<file path="config.mk">
export PLATFORM = sky130hd
export DESIGN_NAME = azcal_conv_seq
export DESIGN_NICKNAME = d
export VERILOG_FILES = /design/src/rtl/azcal_pkg.sv /design/src/rtl/azcal_pulse_sync.sv /design/src/rtl/azcal_phase_ctrl.sv /design/src/rtl/azcal_pulse_counter.sv /design/src/rtl/azcal_conv_seq.sv
export SDC_FILE = /design/constraint.sdc
export NUM_CORES = 1
export LEC_CHECK = 0
export ABC_AREA = 0
export BUFFER_PORTS_ARGS = -buffer_cell sky130_fd_sc_hd__buf_2
export CAP_MARGIN = 20
export CORE_MARGIN = 2
export CORE_UTILIZATION = 56
export DETAILED_ROUTE_END_ITERATION = 10
export PLACE_DENSITY = 0.78
export RECOVER_POWER = 100
export SYNTH_ARGS = -nofsm -noshare
export SYNTH_HDL_FRONTEND = slang
export SYNTH_SLANG_ARGS = --single-unit
</file>
<file path="constraint.sdc">
create_clock -name clk -period 2.4 [get_ports clk]
set_input_delay 0 -clock clk [delete_from_list [all_inputs] [get_ports clk]]
set_output_delay 0 -clock clk [all_outputs]
set_load 0.02 [all_outputs]
</file>
<file path="src/rtl/azcal_pkg.sv">
package azcal_pkg;
   typedef enum logic [2:0] {
      PH_IDLE = 3'd0,
      PH_ZERO1 = 3'd1,
      PH_SPAN = 3'd2,
      PH_ZERO2 = 3'd3,
      PH_MEAS = 3'd4
   } phase_e;

   localparam logic [1:0] SEL_ZERO = 2'd0;
   localparam logic [1:0] SEL_FULL = 2'd1;
   localparam logic [1:0] SEL_SIG  = 2'd2;
endpackage

</file>
<file path="src/rtl/azcal_pulse_sync.sv">
module azcal_pulse_sync #(
   parameter int STAGES = 2
) (
   input  logic clk,
   input  logic rst_n,
   input  logic pulse_i,
   output logic rise_o
);
   if (STAGES < 2) begin : g_bad_stages
      $error("azcal_pulse_sync: STAGES must be at least 2");
   end

   // STAGES synchronizer flops plus one delay flop for edge detection
   logic [STAGES:0] chain_q;

   always_ff @(posedge clk) begin
      if (!rst_n) chain_q <= '0;
      else        chain_q <= {chain_q[STAGES-1:0], pulse_i};
   end

   assign rise_o = chain_q[STAGES-1] & ~chain_q[STAGES];
endmodule

</file>
<file path="src/rtl/azcal_phase_ctrl.sv">
module azcal_phase_ctrl
   import azcal_pkg::*;
#(
   parameter int PH1_TICKS  = 40,
   parameter int CAL_TICKS  = 40,
   parameter int PH2_TICKS  = 40,
   parameter int MEAS_TICKS = 200
) (
   input  logic       clk,
   input  logic       rst_n,
   input  logic       ms_tick,
   input  logic [1:0] gain_req,
   output phase_e     phase_o,
   output logic       meas_start_o,
   output logic       cycle_done_o,
   output logic [1:0] mux_sel_o,
   output logic       gain_x10_o,
   output logic       fs_ref_low_o,
   output logic       az_loop_en_o,
   output logic       cal_loop_en_o,
   output logic       zero_hold1_o,
   output logic       span_hold_o,
   output logic       zero_hold2_o
);
   localparam int MAX_A   = (PH1_TICKS > CAL_TICKS) ? PH1_TICKS : CAL_TICKS;
   localparam int MAX_B   = (PH2_TICKS > MEAS_TICKS) ? PH2_TICKS : MEAS_TICKS;
   localparam int MAX_LEN = (MAX_A > MAX_B) ? MAX_A : MAX_B;
   localparam int TW      = $clog2(MAX_LEN + 1);
   localparam logic [TW-1:0] LAST_PH1  = TW'(PH1_TICKS - 1);
   localparam logic [TW-1:0] LAST_CAL  = TW'(CAL_TICKS - 1);
   localparam logic [TW-1:0] LAST_PH2  = TW'(PH2_TICKS - 1);
   localparam logic [TW-1:0] LAST_MEAS = TW'(MEAS_TICKS - 1);

   if (PH1_TICKS < 1 || CAL_TICKS < 1 || PH2_TICKS < 1 || MEAS_TICKS < 1) begin : g_bad_len
      $error("azcal_phase_ctrl: every phase length must be at least one tick");
   end

   phase_e          phase_q, phase_nxt;
   logic [TW-1:0]   tcnt_q;
   logic [TW-1:0]   last_val;
   logic            advance;
   logic            gain_cal_q, gain_meas_q;

   always_comb begin
      unique case (phase_q)
         PH_ZERO1: last_val = LAST_PH1;
         PH_SPAN:  last_val = LAST_CAL;
         PH_ZERO2: last_val = LAST_PH2;
         PH_MEAS:  last_val = LAST_MEAS;
         default:  last_val = '0;
      endcase
   end

   always_comb begin
      unique case (phase_q)
         PH_ZERO1: phase_nxt = PH_SPAN;
         PH_SPAN:  phase_nxt = PH_ZERO2;
         PH_ZERO2: phase_nxt = PH_MEAS;
         default:  phase_nxt = PH_ZERO1;   // idle and measurement both start a cycle
      endcase
   end

   assign advance      = ms_tick && (phase_q == PH_IDLE || tcnt_q == last_val);
   assign meas_start_o = advance && (phase_q == PH_ZERO2);
   assign cycle_done_o = advance && (phase_q == PH_MEAS);

   always_ff @(posedge clk) begin
      if (!rst_n) begin
         phase_q     <= PH_IDLE;
         tcnt_q      <= '0;
         gain_cal_q  <= 1'b0;
         gain_meas_q <= 1'b0;
      end else if (advance) begin
         phase_q <= phase_nxt;
         tcnt_q  <= '0;
         if (phase_nxt == PH_ZERO1) begin
            gain_cal_q  <= gain_req[0];
            gain_meas_q <= gain_req[1];
         end
      end else if (ms_tick && phase_q != PH_IDLE) begin
         tcnt_q <= tcnt_q + 1'b1;
      end
   end

   always_comb begin
      mux_sel_o     = SEL_ZERO;
      gain_x10_o    = 1'b0;
      fs_ref_low_o  = 1'b0;
      az_loop_en_o  = 1'b0;
      cal_loop_en_o = 1'b0;
      zero_hold1_o  = 1'b0;
      span_hold_o   = 1'b0;
      zero_hold2_o  = 1'b0;
      unique case (phase_q)
         PH_ZERO1: begin
            gain_x10_o   = gain_cal_q;
            az_loop_en_o = 1'b1;
            zero_hold1_o = 1'b1;
         end
         PH_SPAN: begin
            mux_sel_o     = SEL_FULL;
            gain_x10_o    = gain_cal_q;
            fs_ref_low_o  = gain_cal_q;
            cal_loop_en_o = 1'b1;
            span_hold_o   = 1'b1;
         end
         PH_ZERO2: begin
            gain_x10_o   = gain_meas_q;
            az_loop_en_o = 1'b1;
            zero_hold2_o = 1'b1;
         end
         PH_MEAS: begin
            mux_sel_o  = SEL_SIG;
            gain_x10_o = gain_meas_q;
         end
         default: ;
      endcase
   end

   assign phase_o = phase_q;

   // the phase moves only on a tick
   assert_tick_only_R2: assert property (@(posedge clk) disable iff (!rst_n)
      !ms_tick |=> $stable(phase_q));
   // latched gains hold through the correction phases
   assert_gain_hold_R10: assert property (@(posedge clk) disable iff (!rst_n)
      (phase_q == PH_SPAN || phase_q == PH_ZERO2 || phase_q == PH_ZERO1 && !ms_tick)
      |=> $stable(gain_cal_q) && $stable(gain_meas_q));
endmodule

</file>
<file path="src/rtl/azcal_pulse_counter.sv">
module azcal_pulse_counter #(
   parameter int CNT_W = 20
) (
   input  logic             clk,
   input  logic             rst_n,
   input  logic             rise_i,
   input  logic             meas_i,
   input  logic             clear_i,
   input  logic             done_i,
   output logic [CNT_W-1:0] result_o,
   output logic             valid_o
);
   localparam logic [CNT_W-1:0] CNT_MAX = '1;

   if (CNT_W < 2) begin : g_bad_width
      $error("azcal_pulse_counter: CNT_W must be at least 2");
   end

   logic [CNT_W-1:0] cnt_q;

   always_ff @(posedge clk) begin
      if (!rst_n) begin
         cnt_q    <= '0;
         result_o <= '0;
         valid_o  <= 1'b0;
      end else begin
         valid_o <= 1'b0;
         if (clear_i)
            cnt_q <= '0;
         else if (rise_i && meas_i && cnt_q != CNT_MAX)
            cnt_q <= cnt_q + 1'b1;
         if (done_i) begin
            result_o <= cnt_q;
            valid_o  <= 1'b1;
         end
      end
   end

   // a full counter stays full
   assert_sat_hold_R9: assert property (@(posedge clk) disable iff (!rst_n)
      (cnt_q == CNT_MAX && !clear_i) |=> cnt_q == CNT_MAX);
   // no counting outside the measurement window
   assert_no_count_outside_R7: assert property (@(posedge clk) disable iff (!rst_n)
      (!meas_i && !clear_i) |=> $stable(cnt_q));
   // valid strobe lasts one clock
   assert_valid_single_R8: assert property (@(posedge clk) disable iff (!rst_n)
      valid_o |=> !valid_o);
endmodule

</file>
<file path="src/rtl/azcal_conv_seq.sv">
module azcal_conv_seq
   import azcal_pkg::*;
#(
   parameter int CNT_W       = 20,
   parameter int SYNC_STAGES = 2,
   parameter int PH1_TICKS   = 40,
   parameter int CAL_TICKS   = 40,
   parameter int PH2_TICKS   = 40,
   parameter int MEAS_TICKS  = 200
) (
   input  logic             clk,
   input  logic             rst_n,
   input  logic             ms_tick,
   input  logic [1:0]       gain_req,
   input  logic             vf_pulse,
   output logic [1:0]       mux_sel,
   output logic             gain_x10,
   output logic             fs_ref_low,
   output logic             az_loop_en,
   output logic             cal_loop_en,
   output logic             zero_hold1,
   output logic             span_hold,
   output logic             zero_hold2,
   output logic [CNT_W-1:0] result_count,
   output logic             result_valid
);
   phase_e phase;
   logic   meas_start, cycle_done, vf_rise;

   azcal_pulse_sync #(.STAGES(SYNC_STAGES)) u_sync (
      .clk     (clk),
      .rst_n   (rst_n),
      .pulse_i (vf_pulse),
      .rise_o  (vf_rise)
   );

   azcal_phase_ctrl #(
      .PH1_TICKS  (PH1_TICKS),
      .CAL_TICKS  (CAL_TICKS),
      .PH2_TICKS  (PH2_TICKS),
      .MEAS_TICKS (MEAS_TICKS)
   ) u_ctrl (
      .clk           (clk),
      .rst_n         (rst_n),
      .ms_tick       (ms_tick),
      .gain_req      (gain_req),
      .phase_o       (phase),
      .meas_start_o  (meas_start),
      .cycle_done_o  (cycle_done),
      .mux_sel_o     (mux_sel),
      .gain_x10_o    (gain_x10),
      .fs_ref_low_o  (fs_ref_low),
      .az_loop_en_o  (az_loop_en),
      .cal_loop_en_o (cal_loop_en),
      .zero_hold1_o  (zero_hold1),
      .span_hold_o   (span_hold),
      .zero_hold2_o  (zero_hold2)
   );

   azcal_pulse_counter #(.CNT_W(CNT_W)) u_count (
      .clk      (clk),
      .rst_n    (rst_n),
      .rise_i   (vf_rise),
      .meas_i   (phase == PH_MEAS),
      .clear_i  (meas_start),
      .done_i   (cycle_done),
      .result_o (result_count),
      .valid_o  (result_valid)
   );

   // never two storage switches closed together
   assert_one_switch_R11: assert property (@(posedge clk) disable iff (!rst_n)
      $onehot0({zero_hold1, span_hold, zero_hold2}));
   // the signal input is never selected while a switch is closed
   assert_sig_quiet_R6: assert property (@(posedge clk) disable iff (!rst_n)
      (zero_hold1 || span_hold || zero_hold2) |-> mux_sel != SEL_SIG);
   // a result strobe always coincides with the start of a first zero phase
   assert_valid_restart_R8: assert property (@(posedge clk) disable iff (!rst_n)
      result_valid |-> zero_hold1);
endmodule

</file>
Word-level counts from Yosys, hierarchy flattened

Index checks and enable logic that the tools add are counted.
W data, S select, Z words.

Register bits: 57
Memories: 0
Memory bits (writable): 0
Bits in latches: 0
Output and inout bits: 30
Word-level logic and storage cells: 46
Bits of input ports: 6
Bits in read-only memories: 0

Multipliers: 0
Shifts and indexed selects: 0
Muxes and demuxes: 10
Equal/unequal tests: 7
Div/mod/pow operators: 0
Bitwise operators: 3
Magnitude comparators: 0
Add/subtract/negate cells: 2
Reductions and logical operators: 16

Operators by type and width:

| cell                    | count |
|---|---|
| $add A20 B1 Y20 const B | 1 |
| $ne A20 B20 Y1 const B  | 1 |
| $pmux W8 S2             | 1 |
| $reduce_or A2 Y1        | 5 |
| $pmux W3 S3             | 1 |
| $add A8 B1 Y8 const B   | 1 |
| $eq A8 B8 Y1            | 1 |
| $eq A3 B1 Y1 const B    | 2 |
| $eq A3 B2 Y1 const B    | 2 |
| $logic_and A1 B1 Y1     | 6 |
| $mux W1                 | 6 |
| $pmux W2 S2             | 1 |
| $eq A3 B3 Y1 const B    | 1 |
| $logic_not A3 Y1        | 1 |
| $reduce_bool A3 Y1      | 1 |
| $reduce_or A3 Y1        | 1 |
| $not A1 Y1              | 2 |
| $pmux W1 S2             | 1 |
| $reduce_and A2 Y1       | 1 |
| $and A1 B1 Y1           | 1 |
| $logic_or A1 B1 Y1      | 1 |

Longest topological paths before layout

Depth after elaboration: 8
Mapped depth: 8
Mapped depth without buffers: 6

By module

From an unflattened synthesis, not the netlist that was laid out.

Cell total of the unflattened synthesis: 302
Area total of the unflattened synthesis: 2790.2 µm²

By module, submodules not included:

| module              | times used | area each (µm²) | cells an instance |
|---|---|---|---|
| azcal_pulse_counter | 1          | 1859.3          | 200 |
| azcal_phase_ctrl    | 1          | 825.8           | 94 |
| azcal_pulse_sync    | 1          | 92.6            | 7 |
| azcal_conv_seq      | 1          | 12.5            | 1 |

Worst setup path after synthesis

Ideal clock, no wire load.

Path kind: register to register
Start point: reg u_ctrl.phase_q[2], in the netlist u_ctrl.phase_o[2]
End point: reg u_count.result_o[10]
Cell stages (with the launch flop): 9
Library setup time: 0.116 ns
Path slack: 0.566 ns
Path buffers: 2
Clock period less this slack: 1.834 ns
Data arrival time: 1.717 ns
Cells stage by stage: dfxtp_1 or3b_1 buf_2 inv_1 nand2_1 nor2_1 buf_4 mux2i_1 nor2b_1

Cells in the longest elaborated chain, start to end: 7

RTL lines:

| item                                         | RTL line                  | source |
|---|---|---|
| start: declaration                           | azcal_phase_ctrl.sv:38    | `phase_e phase_q, phase_nxt;` |
| start signal: assignment                     | azcal_phase_ctrl.sv:74    | `phase_q <= phase_nxt;` |
| $eq A3 B1 Y1 or $eq A3 B2 Y1 (tied branches) | azcal_phase_ctrl.sv:45    | `unique case (phase_q)` |
| $reduce_or A3 Y1 (no line)                   | --                        |  |
| $pmux W8 S2                                  | azcal_phase_ctrl.sv:45    |  |
| $eq A8 B8 Y1                                 | azcal_phase_ctrl.sv:63    | `assign advance = ms_tick && (phase_q == PH_IDLE \|\| tcnt_q == last_val);` |
| $logic_or A1 B1 Y1                           | azcal_phase_ctrl.sv:63    |  |
| $logic_and A1 B1 Y1                          | azcal_phase_ctrl.sv:63    |  |
| $logic_and A1 B1 Y1 (*)                      | azcal_phase_ctrl.sv:65    | `assign cycle_done_o = advance && (phase_q == PH_MEAS);` |
| end signal: assignment                       | azcal_pulse_counter.sv:33 | `result_o <= cnt_q;` |
| end: declaration                             | azcal_pulse_counter.sv:10 | `output logic [CNT_W-1:0] result_o,` |

Mark *: on every way between the ends. The rest lies on a longest branch, timed or not.
A chain may end at the register's enable or synchronous reset.

Worst setup path in the final report

Start point: reg u_ctrl.phase_q[2], in the netlist u_ctrl.phase_o[2]
End point: reg u_count.cnt_q[4]

Cells in the longest elaborated chain, start to end: 8

RTL lines:

| item                                       | RTL line                  | source |
|---|---|---|
| $eq A3 B1 Y1, or another cell as far along | azcal_phase_ctrl.sv:45    |  |
| $reduce_or A3 Y1 (no line)                 | --                        |  |
| $pmux W8 S2                                | azcal_phase_ctrl.sv:45    |  |
| $eq A8 B8 Y1                               | azcal_phase_ctrl.sv:63    |  |
| $logic_or A1 B1 Y1                         | azcal_phase_ctrl.sv:63    |  |
| $logic_and A1 B1 Y1                        | azcal_phase_ctrl.sv:63    |  |
| $logic_and A1 B1 Y1                        | azcal_phase_ctrl.sv:64    | `assign meas_start_o = advance && (phase_q == PH_ZERO2);` |
| $reduce_or A2 Y1 (no line)                 | --                        |  |
| end signal: assignment                     | azcal_pulse_counter.sv:31 | `cnt_q <= cnt_q + 1'b1;` |
| end: declaration                           | azcal_pulse_counter.sv:19 | `logic [CNT_W-1:0] cnt_q;` |

Parallel ways exist; a longest one is shown, timed or not.

==> flow_results.xml <==
<?xml version="1.0" encoding="UTF-8"?>
<metrics>
  <group name="drt">
    <metric name="number_of_remaining_drc_errors" unit="">0</metric>
    <metric name="postRouteWirelength" unit="um">5070</metric>
    <metric name="ant_nets" unit="">0</metric>
    <metric name="via_per_inst" unit="">5.58</metric>
    <metric name="drt_first_pass_iters" unit="">4</metric>
    <metric name="routed-via-count" unit="">2088</metric>
    <metric name="initialDrtViolationCount" unit="">119</metric>
    <metric name="routedWlPerCell" unit="um">13.6</metric>
  </group>
  <group name="timing">
    <metric name="achievable-frequency" unit="MHz">467</metric>
    <metric name="timing.slew.headroom" unit="">0.533</metric>
    <metric name="min_period" unit="ns">2.14</metric>
    <metric name="layout_setup_ws" unit="ns">0.257</metric>
    <metric name="clock-skew-final" unit="ns">0.00416</metric>
    <metric name="finalHoldViolations" unit="">0</metric>
    <metric name="setup-violations-final" unit="">0</metric>
    <metric name="final.period_utilization" unit="">0.893</metric>
    <metric name="grt_setup_unrepaired" unit="">false</metric>
    <metric name="worst_slew_pin_slew" unit="ns">0.700</metric>
    <metric name="fin_tns_setup" unit="ns">0</metric>
    <metric name="final-max-slew-violation-count" unit="">0</metric>
  </group>
  <group name="power_and_ir_drop">
    <metric name="power.density" unit="mW/mm2">643</metric>
    <metric name="seqPwrFrac" unit="">0.491</metric>
    <metric name="p_int" unit="mW">1.54</metric>
    <metric name="net-switching-power" unit="mW">0.405</metric>
    <metric name="switching_share" unit="">0.208</metric>
    <metric name="p_leak" unit="nW">1.08</metric>
    <metric name="ir_worst_vdd" unit="V">0.000325</metric>
    <metric name="clock_power_share" unit="">0.474</metric>
    <metric name="share_comb_of_total_power" unit="">0.035</metric>
  </group>
  <group name="floorplanning">
    <metric name="chipWidth" unit="um">72.0</metric>
    <metric name="rows" unit="">24</metric>
    <metric name="ioPinCount" unit="">36</metric>
    <metric name="fp.dieArea" unit="mm2">0.00519</metric>
    <metric name="die_height" unit="um">72.0</metric>
    <metric name="initial_utilization" unit="">0.587</metric>
    <metric name="core" unit="mm2">0.00441</metric>
  </group>
  <group name="synth">
    <metric name="synth_area_per_inst" unit="um2">9.42</metric>
    <metric name="post_synth_edffs" unit="">0</metric>
    <metric name="synth-seq-cells" unit="">57</metric>
    <metric name="mappedNetlistNets" unit="">283</metric>
    <metric name="async_flop_share" unit="">0</metric>
    <metric name="synthCells" unit="">275</metric>
    <metric name="synth_warnings" unit="">0</metric>
    <metric name="yosysTopAreaCell" unit="">dfxtp_1</metric>
    <metric name="area_share_of_the_leading_cell_type_in_the_synthesized_netlist" unit="">0.440</metric>
    <metric name="top_area_cells_in_the_synthesized_netlist" unit="">dfxtp_1 (44%), mux2i_1 (9.3%), xor2_1 (6.4%)</metric>
    <metric name="synth.distinct_cells" unit="">43</metric>
    <metric name="ys_seq_area_frac" unit="">0.440</metric>
    <metric name="ys.flop_type" unit="">dfxtp_1</metric>
    <metric name="post_synth_instance_area" unit="mm2">0.00259</metric>
  </group>
  <group name="grt">
    <metric name="grt_antenna_before_repair" unit="">0</metric>
    <metric name="grt-ovfl-total" unit="">0</metric>
    <metric name="grt_util_all_layers" unit="">0.219</metric>
    <metric name="grt_pass1_wl" unit="um">8830</metric>
    <metric name="grt_max_degree" unit="">32</metric>
    <metric name="grt_pass1_vias" unit="">1982</metric>
  </group>
  <group name="setup_path">
    <metric name="worst-endpoint-arrival" unit="ns">2.40</metric>
    <metric name="highest_net_fanout_along_the_worst_path" unit="">20</metric>
    <metric name="setup.worst_path.start_class" unit="">flip-flop</metric>
    <metric name="critical_path_capture_point_type" unit="">flip-flop</metric>
    <metric name="crit_type" unit="">reg -&gt; reg</metric>
    <metric name="worst-endpoint-required" unit="ns">2.66</metric>
  </group>
  <group name="clocking">
    <metric name="cts-root-buf" unit="">clkbuf_8</metric>
    <metric name="tritoncts_buffer_count" unit="">9</metric>
    <metric name="cts.htree.levels" unit="">3</metric>
    <metric name="clock_sinks" unit="">57</metric>
    <metric name="clk-insertion-delay-late" unit="ns">0.33</metric>
    <metric name="cts_tree" unit="">done</metric>
    <metric name="cts.reportedPaths.clkPinSlew" unit="ns">0.06</metric>
    <metric name="cts_max_path_buffers" unit="">2</metric>
    <metric name="cts-resized-gates" unit="">0</metric>
  </group>
  <group name="cells_and_area">
    <metric name="area_delta_synth_final" unit="%">16.9</metric>
    <metric name="final_layout_size_suffix_gt1_frac" unit="">0.106</metric>
    <metric name="num-nets-final" unit="">325</metric>
    <metric name="layout.cells.most_common_list" unit="">dfxtp_1 (57), clkbuf_1 (33), nor2_1 (28), nor2b_1 (25), mux2i_1 (24)</metric>
    <metric name="area_occupied_by_multi_input_gates" unit="mm2">0.00137</metric>
    <metric name="layout.core_utilization" unit="">0.686</metric>
    <metric name="num_antenna_cells" unit="">0</metric>
    <metric name="finish.instance_area" unit="mm2">0.00303</metric>
    <metric name="layout_commonest_cell" unit="">dfxtp_1</metric>
    <metric name="layout.filler_cells" unit="">385</metric>
    <metric name="layout.area.seq" unit="mm2">0.00114</metric>
    <metric name="instances_no_fill" unit="">374</metric>
  </group>
  <group name="placement">
    <metric name="placed_area" unit="mm2">0.00284</metric>
    <metric name="dpl_worst_slack" unit="ns">0.315</metric>
    <metric name="gp_congestion" unit="">0.846</metric>
    <metric name="hpwl_after_detailed_placement" unit="um">3440</metric>
    <metric name="dp.cells" unit="">355</metric>
    <metric name="portBuffers" unit="">35</metric>
  </group>
  <group name="hold_path">
    <metric name="min-delay-path-class" unit="">in -&gt; reg</metric>
  </group>
  <group name="outcome">
    <metric name="run_status" unit="">finished clean</metric>
  </group>
  <group name="job">
    <metric name="max_capacitance_violation_count" unit="">0</metric>
  </group>
</metrics>
-- what timing repair did --
action | in CTS | in global routing
endpoints found under the hold margin | 3 | 0
buffers inserted | 0 | 0
hold buffers | 3 | 0
-- power groups by stage --
stage	Combinational [mW]	Sequential [mW]	Clock [mW]
final	0.0688	0.956	0.923
after global routing	0.0753	0.956	0.992
after CTS	0.0727	0.956	0.941
after detailed placement	0.0684	0.977	0
after global placement	0.0679	0.977	0
after floorplan	0.0481	0.976	0
-- layer usage --
layer | share of wire | up-vias | global-route usage
met5 | 0 | - | 0
met4 | 0.024 | 0 | 0.0943
met3 | 0.036 | 12 | 0.0639
met2 | 0.46 | 49 | 0.349
met1 | 0.48 | 981 | 0.278
li1 | - | 1046 | -
-- cell families (layout without fill, tap and decap cells) --
family | Yosys count | count (layout) | share of synthesized area
and+or+nand+nor | 116 | 116 | 0.254
DFF | 57 | 57 | 0.440
AOI/OAI and AO/OA | 36 | 36 | 0.0985
muxes | 24 | 24 | 0.0927
xor gates and xnor gates | 21 | 21 | 0.0710
buffers and inverters | 19 | 66 | 0.0333
adders and majority gates | 2 | 2 | 0.00966
-- flip-flops by register name (all words and copies together), names as in the netlist --
name                flops
u_ctrl.tcnt_q           8
u_sync.chain_q          3
u_count.result_o       20
u_ctrl.gain_cal_q       1
u_count.cnt_q          20
u_count.valid_o         1
u_ctrl.phase_o          3
u_ctrl.gain_meas_q      1
-- worst paths after layout --
path / start / end / slack [ns] / cells after the start
setup reg to reg: u_ctrl.phase_o[2] / u_count.cnt_q[4] / 0.26 / 8
hold reg to reg: u_sync.chain_q[0] / u_sync.chain_q[1] / 0.44 / 1
setup / recovery: u_ctrl.phase_o[2] / u_count.cnt_q[4] / 0.26 / 8
hold / removal: rst_n / u_ctrl.gain_meas_q / 0.15 / 2
-- critical path, stage by stage (launching register included) --
cell,delay [ns]
dfxtp_1,0.33
or3b_1,0.37
buf_4,0.18
a32oi_1,0.32
clkbuf_1,0.19
a21o_1,0.19
o21ai_0,0.10
buf_4,0.24
a21oi_1,0.15
-- synthesized netlist by cell type, types with 3 or more instances --
cell	number
and2_1	7
xor2_1	19
nand3_1	15
nand2_1	7
and3_1	5
mux2i_1	24
o31ai_1	4
inv_1	4
nand4_1	7
o21ai_0	8
dfxtp_1	57
a21oi_1	7
nor2b_1	25
or3_1	5
clkbuf_1	9
buf_4	3
buf_2	3
nor3b_1	3
nor2_1	29
-- cell type report --
class                   instances  area share
clock buffers                  14      0.0570
clock inverters                 2      0.0116
inverters                       4     0.00496
multi-input cells             199       0.451
flip-flops and latches         57       0.377
well taps                      52      0.0215
repair buffers                 46      0.0772
-- stage by stage --
| stage | hold WS [ns] | power [mW] |
|---|---|---|
| floorplan | 0.127 | 1.02 |
| detailed placement | 0.214 | 1.05 |
| global placement | 0.205 | 1.05 |
| CTS | 0.146 | 1.97 |
| finish | 0.155 | 1.95 |
| global route | 0.167 | 2.02 |
(Power assumes the default switching activity.)
